**config.mk**
```make
export PLATFORM = sky130hd
export DESIGN_NAME = pswal_top
export DESIGN_NICKNAME = d
export VERILOG_FILES = /design/src/rtl/pswal_pkg.sv /design/src/rtl/pswal_regs.sv /design/src/rtl/pswal_frame.sv /design/src/rtl/pswal_accum.sv /design/src/rtl/pswal_top.sv
export SDC_FILE = /design/constraint.sdc
export NUM_CORES = 1
export LEC_CHECK = 0
export ABC_AREA = 1
export ABC_CLOCK_PERIOD_IN_PS = 1400
export BUFFER_PORTS_ARGS = -buffer_cell sky130_fd_sc_hd__buf_2
export CELL_PAD_IN_SITES_DETAIL_PLACEMENT = 1
export CELL_PAD_IN_SITES_GLOBAL_PLACEMENT = 1
export CORE_MARGIN = 2
export CORE_UTILIZATION = 37
export DETAILED_ROUTE_END_ITERATION = 10
export HOLD_SLACK_MARGIN = 0.1
export PLACE_DENSITY = 0.87
export SYNTH_ARGS = -nofsm -noshare
export SYNTH_HDL_FRONTEND = slang
export SYNTH_SLANG_ARGS = --single-unit
```
**constraint.sdc**
```tcl
create_clock -name clk -period 1.4 [get_ports clk]
set_clock_uncertainty 0.05 [all_clocks]
set_input_delay 0.28 -clock clk [delete_from_list [all_inputs] [get_ports clk]]
set_output_delay 0.28 -clock clk [all_outputs]
set_load 0.03 [all_outputs]
```
**src/rtl/pswal_pkg.sv**
```systemverilog
package pswal_pkg;

   typedef enum logic [1:0] {
      SEL_NONE = 2'd0,
      SEL_FREQ = 2'd1,
      SEL_KICK = 2'd2
   } reg_sel_e;

   localparam int unsigned PSWAL_DATA_W = 32;

endpackage

```
**src/rtl/pswal_regs.sv**
```systemverilog
module pswal_regs #(
   parameter int unsigned ADDR_W   = 12,
   parameter int unsigned DATA_W   = 32,
   parameter int unsigned CODE_W   = 5,
   parameter int unsigned CODE_LSB = 8,
   parameter int unsigned KICK_BIT = 31,
   parameter logic [ADDR_W-1:0] FREQ_ADDR = 12'h0E0,
   parameter logic [ADDR_W-1:0] KICK_ADDR = 12'h004
) (
   input  logic              clk,
   input  logic              rst_n,
   input  logic              wr,
   input  logic [ADDR_W-1:0] addr,
   input  logic [DATA_W-1:0] wdata,
   output logic [DATA_W-1:0] rdata,
   input  logic              clear_kick,
   output logic [CODE_W-1:0] code,
   output logic              kick
);
   import pswal_pkg::*;

   localparam logic [DATA_W-1:0] KMASK = DATA_W'(1) << KICK_BIT;

   generate
      if (CODE_LSB + CODE_W > DATA_W) begin : g_bad_field
         $error("pswal_regs: code field exceeds data width");
      end
      if (KICK_BIT >= DATA_W) begin : g_bad_kick
         $error("pswal_regs: request bit outside data width");
      end
      if (FREQ_ADDR == KICK_ADDR) begin : g_bad_map
         $error("pswal_regs: register addresses collide");
      end
   endgenerate

   reg_sel_e          sel;
   logic [DATA_W-1:0] freq_q;
   logic [DATA_W-1:0] kick_q;
   logic [DATA_W-1:0] kick_d;
   logic              set_req;

   always_comb begin
      if (addr == FREQ_ADDR)      sel = SEL_FREQ;
      else if (addr == KICK_ADDR) sel = SEL_KICK;
      else                        sel = SEL_NONE;
   end

   assign set_req = wr && (sel == SEL_KICK) && wdata[KICK_BIT];

   always_comb begin
      kick_d = kick_q;
      if (wr && (sel == SEL_KICK)) begin
         // request bit can only be raised by software; other bits are storage
         kick_d = (wdata & ~KMASK) | (kick_q & KMASK) | (wdata & KMASK);
      end
      if (clear_kick && !set_req) begin
         kick_d[KICK_BIT] = 1'b0;
      end
   end

   always_ff @(posedge clk or negedge rst_n) begin
      if (!rst_n) begin
         freq_q <= '0;
         kick_q <= '0;
      end else begin
         if (wr && (sel == SEL_FREQ)) freq_q <= wdata;
         kick_q <= kick_d;
      end
   end

   always_comb begin
      unique case (sel)
         SEL_FREQ: rdata = freq_q;
         SEL_KICK: rdata = kick_q;
         default:  rdata = '0;
      endcase
   end

   assign code = freq_q[CODE_LSB +: CODE_W];
   assign kick = kick_q[KICK_BIT];

   // a write of 1 raises the flag on the next cycle
   p_kick_set_r4 : assert property (@(posedge clk) disable iff (!rst_n)
      set_req |=> kick_q[KICK_BIT]);

   // completion drops the flag unless a new request arrives
   p_kick_clear_r6 : assert property (@(posedge clk) disable iff (!rst_n)
      (clear_kick && !set_req) |=> !kick_q[KICK_BIT]);

   // nothing but completion lowers the flag
   p_kick_hold_r7 : assert property (@(posedge clk) disable iff (!rst_n)
      (kick_q[KICK_BIT] && !clear_kick) |=> kick_q[KICK_BIT]);

endmodule

```
**src/rtl/pswal_frame.sv**
```systemverilog
module pswal_frame #(
   parameter int unsigned CODE_W = 5
) (
   input  logic              clk,
   input  logic              rst_n,
   output logic [CODE_W-1:0] pos,
   output logic              frame_last
);
   localparam logic [CODE_W-1:0] LAST = '1;

   generate
      if (CODE_W < 2 || CODE_W > 12) begin : g_bad_w
         $error("pswal_frame: unsupported frame width");
      end
   endgenerate

   logic [CODE_W-1:0] cnt_q;

   always_ff @(posedge clk or negedge rst_n) begin
      if (!rst_n) cnt_q <= '0;
      else        cnt_q <= cnt_q + 1'b1;
   end

   assign pos        = cnt_q;
   assign frame_last = (cnt_q == LAST);

   // the frame wraps to position 0 after its last cycle
   p_frame_wrap_r3 : assert property (@(posedge clk) disable iff (!rst_n)
      frame_last |=> (cnt_q == '0));

endmodule

```
**src/rtl/pswal_accum.sv**
```systemverilog
module pswal_accum #(
   parameter int unsigned CODE_W  = 5,
   parameter bit          OUT_REG = 1'b0
) (
   input  logic            clk,
   input  logic            rst_n,
   input  logic [CODE_W:0] mult,
   input  logic            frame_last,
   output logic            en
);
   logic [CODE_W-1:0] acc_q;
   logic [CODE_W:0]   sum;
   logic              carry;

   assign sum   = {1'b0, acc_q} + mult;
   assign carry = sum[CODE_W];

   always_ff @(posedge clk or negedge rst_n) begin
      if (!rst_n) acc_q <= '0;
      else        acc_q <= sum[CODE_W-1:0];
   end

   generate
      if (OUT_REG) begin : g_out_reg
         logic en_q;
         always_ff @(posedge clk or negedge rst_n) begin
            if (!rst_n) en_q <= 1'b0;
            else        en_q <= carry;
         end
         assign en = en_q;
      end else begin : g_out_comb
         assign en = carry;
      end
   endgenerate

   // a whole frame adds m*32, so phase returns to zero at each frame start
   p_acc_zero_r3 : assert property (@(posedge clk) disable iff (!rst_n)
      frame_last |=> (acc_q == '0));

endmodule

```
**src/rtl/pswal_top.sv**
```systemverilog
module pswal_top #(
   parameter int unsigned ADDR_W   = 12,
   parameter int unsigned CODE_W   = 5,
   parameter int unsigned CODE_LSB = 8,
   parameter int unsigned KICK_BIT = 31,
   parameter logic [ADDR_W-1:0] FREQ_ADDR = 12'h0E0,
   parameter logic [ADDR_W-1:0] KICK_ADDR = 12'h004,
   parameter bit          OUT_REG  = 1'b0
) (
   input  logic              clk,
   input  logic              rst_n,
   input  logic              reg_wr,
   input  logic [ADDR_W-1:0] reg_addr,
   input  logic [31:0]       reg_wdata,
   output logic [31:0]       reg_rdata,
   output logic              clk_en
);
   import pswal_pkg::*;

   localparam int unsigned DATA_W = PSWAL_DATA_W;
   localparam logic [CODE_W:0] FULL = (CODE_W+1)'(1) << CODE_W;

   logic [CODE_W-1:0] code;
   logic              kick;
   logic [CODE_W-1:0] pos;
   logic              frame_last;
   logic [CODE_W-1:0] act_code_q;
   logic              adopt;
   logic              adopt_q;
   logic [CODE_W:0]   mult;

   pswal_regs #(
      .ADDR_W(ADDR_W), .DATA_W(DATA_W), .CODE_W(CODE_W),
      .CODE_LSB(CODE_LSB), .KICK_BIT(KICK_BIT),
      .FREQ_ADDR(FREQ_ADDR), .KICK_ADDR(KICK_ADDR)
   ) u_regs (
      .clk(clk), .rst_n(rst_n), .wr(reg_wr), .addr(reg_addr),
      .wdata(reg_wdata), .rdata(reg_rdata), .clear_kick(adopt_q),
      .code(code), .kick(kick)
   );

   pswal_frame #(.CODE_W(CODE_W)) u_frame (
      .clk(clk), .rst_n(rst_n), .pos(pos), .frame_last(frame_last)
   );

   assign adopt = frame_last && kick;

   always_ff @(posedge clk or negedge rst_n) begin
      if (!rst_n) begin
         act_code_q <= '0;
         adopt_q    <= 1'b0;
      end else begin
         if (adopt) act_code_q <= code;
         adopt_q <= adopt;
      end
   end

   assign mult = FULL - {1'b0, act_code_q};

   pswal_accum #(.CODE_W(CODE_W), .OUT_REG(OUT_REG)) u_accum (
      .clk(clk), .rst_n(rst_n), .mult(mult), .frame_last(frame_last), .en(clk_en)
   );

   // the active code moves only after a frame-end cycle
   p_adopt_boundary_r5 : assert property (@(posedge clk) disable iff (!rst_n)
      (act_code_q != $past(act_code_q)) |-> ($past(pos) == '1));

   // the active code moves only when a request was pending
   p_needs_request_r9 : assert property (@(posedge clk) disable iff (!rst_n)
      (act_code_q != $past(act_code_q)) |-> $past(kick));

   // the flag is still visible in the first cycle of the new frame
   p_flag_visible_r6 : assert property (@(posedge clk) disable iff (!rst_n)
      adopt |=> kick);

endmodule

```
==> Word level (Yosys, flattened, before mapping) <==
Cells that the tools add are included.
W data, S select, Z words.
{ "word_totals": {"ff_bits": 80, "elab_cells": 29} }
{ "op_classes": {"n_reduce_logical": 7, "n_mux": 5, "n_addsub": 3, "eq_ne": 5, "n_bitwise": 2} }
{ "op_table": {"columns": ["op", "n"], "rows": [
  ["$pmux W32 S2", 1],
  ["$mux W32", 1],
  ["$or A31 B32 Y32", 1],
  ["$or A32 B32 Y32", 1],
  ["$eq A12 B3 Y1 const B", 1],
  ["$eq A12 B8 Y1 const B", 1],
  ["$add A5 B6 Y6", 1],
  ["$sub A6 B5 Y6 const A", 1],
  ["$add A5 B1 Y5 const B", 1],
  ["$eq A5 B5 Y1 const B", 1],
  ["$logic_and A1 B1 Y1", 5],
  ["$mux W2", 2],
  ["$eq A2 B1 Y1 const B", 1],
  ["$eq A2 B2 Y1 const B", 1],
  ["$reduce_bool A2 Y1", 1],
  ["$logic_not A1 Y1", 1],
  ["$mux W1", 1]
]} }

==> Logic depth before layout (Yosys ltp) <==
Gate-level depths: netlist (run 1).
{ "logic_depth": {"depth_word": 9, "depth_mapped": 8, "depth_no_buf": 8} }

==> Modules after synthesis <==
From an unflattened synthesis (run 1), not the netlist that was laid out.
{ "hier_totals": {"cells_unflattened": 506, "hier_area_um2": 4261.6} }
{ "by_module_without_submodules": {"columns": ["module", "instances", "area_each_um2", "cells_per_inst"], "rows": [
  ["pswal_regs", 1, 3453.3, 420],
  ["pswal_accum", 1, 316.6, 33],
  ["pswal_top", 1, 299.0, 37],
  ["pswal_frame", 1, 192.7, 16]
]} }

==> Worst setup path before layout (run 1) <==
Ideal clock, no wire load.
{ "synth_timing": {"kind": "register -> output", "start": "register u_accum.acc_q[2]", "end": "output port clk_en", "required_time_ns": 1.070, "stages_incl_launch_ff": 4, "arrival_ns": 1.297, "setup_slack_ns": -0.227, "cell_sequence": "dfrtp_1 -> ha_1 -> a21oi_1 -> o211ai_1"} }
{ "synth_via": {"elab_chain_cells": 1} }
{ "synth_lines": {"columns": ["item", "line_no", "rtl"], "rows": [
  ["start: declaration", "pswal_accum.sv:11", "logic [CODE_W-1:0] acc_q;"],
  ["start signal: assignment", "pswal_accum.sv:20", "else acc_q <= sum[CODE_W-1:0];"],
  ["$add A5 B6 Y6", "pswal_accum.sv:15", "assign sum = {1'b0, acc_q} + mult;"],
  ["end: declaration", "pswal_top.sv:16", "output logic clk_en"]
]} }
No other way between the ends.

==> Worst setup path after layout (run 1) <==
{ "layout_timing": {"start": "register act_code_q[4]", "end": "output port clk_en"} }
{ "layout_via": {"elab_chain_cells": 2} }
{ "layout_lines": {"columns": ["item", "line_no", "rtl"], "rows": [
  ["start: declaration", "pswal_top.sv:27", "logic [CODE_W-1:0] act_code_q;"],
  ["start signal: assignment", "pswal_top.sv:53", "if (adopt) act_code_q <= code;"],
  ["$sub A6 B5 Y6", "pswal_top.sv:58", "assign mult = FULL - {1'b0, act_code_q};"],
  ["$add A5 B6 Y6", "pswal_accum.sv:15", null]
]} }
No other way between the ends.

==> impl_metrics.ini, run 1 <==
[detailed_routing]
num_vias = 5058
drc_errors = 0
drtIter0Drc = 431
drtAntennaViolNets = 0
viasPerCell = 6.56
dr.pass1.iters = 5
drt-wirelength-per-cell_um = 33.5
wl_um = 25800

[logic_synthesis]
synth_cell_types = 19
synth-seq-area-share_pct = 50.2
syn_nets = 535
syn_inst = 480
yosysWarnings = 0
ys_ff_latch = 80
synth_area_per_cell_um2 = 8.32
synth_area_mm2 = 0.00399

[global_route]
grt_first_pass_wirelength_um = 27700
grt-ovfl-total = 0
antenna_found_initial = 0
track_usage_pct = 32.3
grt_start_max_net_pins = 36
grt_pass1_vias = 4847

[setup_path]
critical_path_arrival_ns = 1.64
worst-path-stages = 7
slowest_delay_ns = 0.37
crit_path_top_delay_cell = dfrtp_1
timing.critical_path.mode_cell = inv_2
cp.required_ns = 1.07
path_cells = inv_2 > ha_4 > nand2_4 > inv_2 > nand4_1 > o211ai_1 > buf_4
ff2ff_path_depth = 7
critPathLaunchType = flop
critPathBufInv = 3
crit_family = flip-flops
path_class = reg -> out
worstSetupEndpointType = output pin
cp_max_fo = 3

[sta]
finalCritPeriodShare_pct = 141
setup_tns_ns = -24.21
setup-violations-final = 104
fmax_mhz = 508
tightestPinTransition_ns = 0.396
relSlewSlack_pct = 73.6
layout_min_cycle_time_ns = 1.97
rsz0062_at_grt = true
hold_viol = 0
whs_ns = 0.125
finalWorstSetupSlack_ns = -0.569
slew_violations = 0

[die]
row_count = 37
io_pins = 80
start_util_pct = 38.3
die_y_um = 108
core_area_mm2 = 0.0104
die_w_um = 108
die_area_mm2 = 0.0116

[placement]
gp_congestion = 0.806
dp_hpwl_um = 7770
place_area_mm2 = 0.00482
portBuffers = 79

[clocking]
cts_tree = built
clock_sinks = 80
clk_pin_slew_worst_paths_ns = 0.10
clkLatencyLatePin_ns = 0.39
cts_max_level = 3
clock_path_buffers = 2
cts_buffers = 9
cts_root_buffer = clkbuf_8

[run]
maxCapViolations = 0

[worst_hold_path]
min_path_cells = 3
hold_path.class = in -> reg

[cells_and_area]
finalNetCount = 684
final_cell_mix = 97 x nand2_2, 80 x dfrtp_1, 65 x nand4_1, 58 x nand2_4, 50 x buf_4
final_common_cell = nand2_2
drive_above_1_share_pct = 70.0
design_area_mm2 = 0.00762
area_delta_synth_final_pct = 91.0

[power]
report.power.total_mw = 5.68
p_per_area_mw_per_mm2 = 745
combPwrFrac_pct = 17.2
p_int_mw = 4.00
pwr-share-clk_pct = 40.4
swShare_pct = 29.6
power_frac_seq_pct = 42.4
power_switching_mw = 1.68
peakVddDrop_v = 0.000884
p_leak_nw = 3.39

[status]
status = finished with violations
violations = setup timing
[cells by family (layout without fill, tap and decap cells)]
kind of cell / count (synthesis) / in the layout / share of synthesized area [%]
fa+ha+maj: 8 / 8 / 2.70
other cells: 0 / 1 / 0
flops: 80 / 80 / 50.2
simple gates: 323 / 324 / 36.9
xor+xnor: 5 / 5 / 1.10
compound gates: 8 / 8 / 1.07
buf+inv: 56 / 209 / 8.09
[final timing paths]
kind | start | to | slack [ns]
setup / recovery | act_code_q[4]$_DFFE_PN0P_ | clk_en | -0.57
hold / removal | reg_wdata[31] | u_regs.kick_q[31]$_DFFE_PN0P_ | 0.12
setup reg to reg | u_accum.acc_q[0]$_DFF_PN0_ | u_accum.acc_q[4]$_DFF_PN0_ | -0.23
hold reg to reg | u_regs.kick_q[4]$_DFFE_PN0N_ | u_regs.kick_q[4]$_DFFE_PN0N_ | 0.49
max in group asynchronous | rst_n | u_accum.acc_q[3]$_DFF_PN0_ | 0.51
min in group asynchronous | rst_n | adopt_q$_DFF_PN0_ | 0.28
[state kept, by name, indices dropped and copies added, names as in the netlist]
| register | count |
|---|---|
| u_regs.freq_q | 32 |
| u_frame.pos | 5 |
| act_code_q | 5 |
| adopt_q | 1 |
| u_accum.acc_q | 5 |
| u_regs.kick_q | 32 |
[cell usage after synthesis, drive strengths merged]
| library cell | n | share of area (%) |
|---|---|---|
| nand2 | 177 | 17 |
| ha | 7 | 2.2 |
| nand4 | 65 | 10 |
| inv | 14 | 1.3 |
| o211ai | 1 | 0.19 |
| nor2 | 11 | 1.2 |
| nand3 | 69 | 8.7 |
| a21oi | 3 | 0.38 |
| dfrtp | 80 | 50 |
| xor2 | 5 | 1.1 |
| o21ai | 4 | 0.50 |
| fa | 1 | 0.50 |
| clkinv | 1 | 0.094 |
| and2 | 1 | 0.19 |
| clkbuf | 1 | 0.094 |
| buf | 40 | 6.6 |
[area by class of cell]
| type | instances | area, um^2 |
|---|---|---|
| well taps | 136 | 170 |
| repair inverters | 1 | 8.76 |
| fillers | 1011 | 2790 |
| diodes | 1 | 2.50 |
| repair buffers | 177 | 1970 |
| clock buffers | 11 | 141 |
| clock inverters | 5 | 104 |
| multi-input cells | 345 | 3150 |
| inverters | 15 | 71.3 |
| flip-flops and latches | 80 | 2000 |
[tightest hold or removal path: cells and delay by family]
family / cells / cell delay (ns)
and+or+nand+nor: 2 / 0.13
buffers and inverters: 1 / 0.11
[timing repair]
action / CTS / global route
hold endpoints to repair: 80 / 0
cloned: 11 / 13
hold buffers: 1 / 0
gates resized for setup: 175 / 284
endpoints found under the setup margin: 41 / 103
setup buffers: 27 / 19
pin swaps: 40 / 53
[per-stage QoR]
step                      worst slack (ns)  instances  utilization [%]
after detailed placement            -0.340        695             46.3
after global routing                -0.643        770             73.2
final                               -0.569        771             73.2
after global placement              -0.297        695             46.3
after floorplan                     -0.181        480                -
after CTS                           -0.473        750             60.7
[layer usage]
metal	part of all wire, %	track usage, %	up-vias
met5	0	0	-
met3	9.2	6.23	153
li1	-	-	1932
met4	7.5	13.6	0
met2	46	55.9	451
met1	38	39.2	2522
[power by group through the flow]
stage                     Sequential [mW]  Combinational (mW)  Clock (mW)
after global routing                 2.41                1.03        2.34
final                                2.41               0.978        2.30
after global placement               2.43               0.594           0
after floorplan                      2.43               0.334           0
after CTS                            2.40               0.741        2.16
after detailed placement             2.43               0.638           0
Note: power is estimated with default switching activity, not from simulation.
==> inputs of run 2 (changes only) <==
--- a/config.mk
+++ b/config.mk
@@ -10,7 +10,7 @@
 export BUFFER_PORTS_ARGS = -buffer_cell sky130_fd_sc_hd__buf_2
 export CELL_PAD_IN_SITES_DETAIL_PLACEMENT = 1
 export CELL_PAD_IN_SITES_GLOBAL_PLACEMENT = 1
-export CORE_MARGIN = 2
+export CORE_MARGIN = 4
 export CORE_UTILIZATION = 37
 export DETAILED_ROUTE_END_ITERATION = 10
 export HOLD_SLACK_MARGIN = 0.1
==> impl_metrics.ini, run 2 (synthesis gave the netlist of run 1 again) <==
[setup_path]
worstSetupEndpointType = output pin
cp.required_ns = 1.07
critPathLaunchType = flop
startpoint = act_code_q[4]$_DFFE_PN0P_
cp_max_fo = 3
r2r-start = u_accum.acc_q[0]$_DFF_PN0_
critical_path_arrival_ns = 1.77
reg2reg_slack_ns = -0.49
path_class = reg -> out

[global_route]
antenna_found_initial = 0
grt_start_max_net_pins = 81
track_usage_pct = 31.3
grt_pass1_vias = 5175
grt-ovfl-total = 0
grt_first_pass_wirelength_um = 30200

[detailed_routing]
dr.pass1.iters = 5
drtIter0Drc = 566
drt-wirelength-per-cell_um = 34.4
viasPerCell = 6.49
drc_errors = 0
wl_um = 26700
num_vias = 5029
drtAntennaViolNets = 0

[placement]
gp_congestion = 0.759
dp_hpwl_um = 8100
place_area_mm2 = 0.00481
post-place-ws_ns = -0.336
portBuffers = 79
place_inst = 695

[cells_and_area]
final_common_cell = nand2_2
fillers = 992
multi_input_area_mm2 = 0.00304
area_delta_synth_final_pct = 89.3
antenna_cells = 0
drive_above_1_share_pct = 68.2
design_area_mm2 = 0.00756
reg_top3 = u_regs.freq_q (32), u_regs.kick_q (32)
finalNetCount = 690
seq_area_mm2 = 0.00200
fin_util_pct = 72.5
final_cell_mix = 87 x nand2_2, 80 x dfrtp_1, 65 x nand4_1, 61 x nand2_4, 57 x buf_6
layout.cells.non_filler = 775

[clocking]
cts_root_buffer = clkbuf_8
cts_max_level = 3
clk_pin_slew_worst_paths_ns = 0.10
cts_buffers = 9
clock_path_buffers = 2
cts_tree = built
clock_sinks = 80
clkLatencyLatePin_ns = 0.40

[worst_hold_path]
hold_path.class = in -> reg
hp-start = reg_wdata[22]

[power]
p_int_mw = 3.62
report.power.total_mw = 5.45
pwr-share-clk_pct = 35.7
swShare_pct = 33.5
power_frac_seq_pct = 44.2
p_per_area_mw_per_mm2 = 721
p_leak_nw = 3.46
peakVddDrop_v = 0.00104
power_switching_mw = 1.83
combPwrFrac_pct = 20.1

[sta]
relSlewSlack_pct = 69.0
rsz0062_at_grt = true
layout_min_cycle_time_ns = 2.10
finalCritPeriodShare_pct = 150
setup_tns_ns = -28.68
hold_viol = 0
slew_violations = 0
tightestPinTransition_ns = 0.464
finalWorstSetupSlack_ns = -0.703
whs_ns = 0.134
fmax_mhz = 475
setup-violations-final = 106

[status]
status = finished with violations
violations = setup timing

[die]
die_area_mm2 = 0.0125
die_w_um = 112
core_area_mm2 = 0.0104
io_pins = 80
row_count = 37
die_y_um = 112
start_util_pct = 38.3

[run]
maxCapViolations = 0
-- run 2: cell count changes in the layout (fill, tap and decap cells not counted), sizes merged --
cell | previous run | this run
clkinv | 4 | 5
clkbuf | 21 | 18
inv | 14 | 15
buf | 166 | 172
and2 | 2 | 1
diode | 1 | 0
bufinv | 3 | 1
clkinvlp | 0 | 1
bufbuf | 0 | 2
-- run 2: routing by layer --
layer  up-vias  track usage (%)  part of all wire [%]
met5         -                0                     0
met4         0             14.8                   6.8
met3       140             7.17                    11
met2       451             55.0                    46
met1      2505             35.8                    37
li1       1933                -                     -
-- run 2: power by group through the flow --
stage | registers, mW | logic, mW | clock network (mW)
final | 2.41 | 1.09 | 1.95
after global routing | 2.41 | 1.12 | 2.03
after global placement | 2.43 | 0.596 | 0
after CTS | 2.39 | 0.798 | 1.70
after detailed placement | 2.43 | 0.637 | 0
after floorplan | 2.43 | 0.334 | 0
-- run 2: cell type report --
cell class                      instances  area share, %
Multi-Input combinational cell        344           40.2
Timing Repair Buffer                  184           27.5
Sequential cell                        80           26.5
Tap cell                              136           2.25
Clock buffer                            9           1.64
Inverter                               15          0.911
Clock inverter                          6          0.811
Timing Repair inverter                  1          0.149
-- run 2: worst max-delay path, cell delays in order, from the launching register on --
cell,delay (ns)
dfrtp_1,0.41
inv_2,0.09
ha_4,0.31
nand2_4,0.06
inv_2,0.05
nand4_1,0.09
o211ai_1,0.16
buf_4,0.22
-- run 2: worst paths after layout --
path,to,cells past startpoint
setup / recovery,clk_en,7
hold / removal,u_regs.freq_q[22]$_DFFE_PN0P_,3
setup reg to reg,u_accum.acc_q[4]$_DFF_PN0_,8
hold reg to reg,u_regs.kick_q[21]$_DFFE_PN0N_,2
max in group asynchronous,u_accum.acc_q[4]$_DFF_PN0_,3
min in group asynchronous,u_frame.pos[4]$_DFF_PN0_,3
-- run 2: timing repair --
| action | 4_1_cts | 5_1_grt |
|---|---|---|
| hold endpoints to repair | 80 | 0 |
| cloned | 11 | 11 |
| setup buffers | 36 | 17 |
| hold buffers | 1 | 0 |
| pin swaps | 45 | 55 |
| gates resized for setup | 173 | 270 |
| setup endpoints to repair | 41 | 104 |
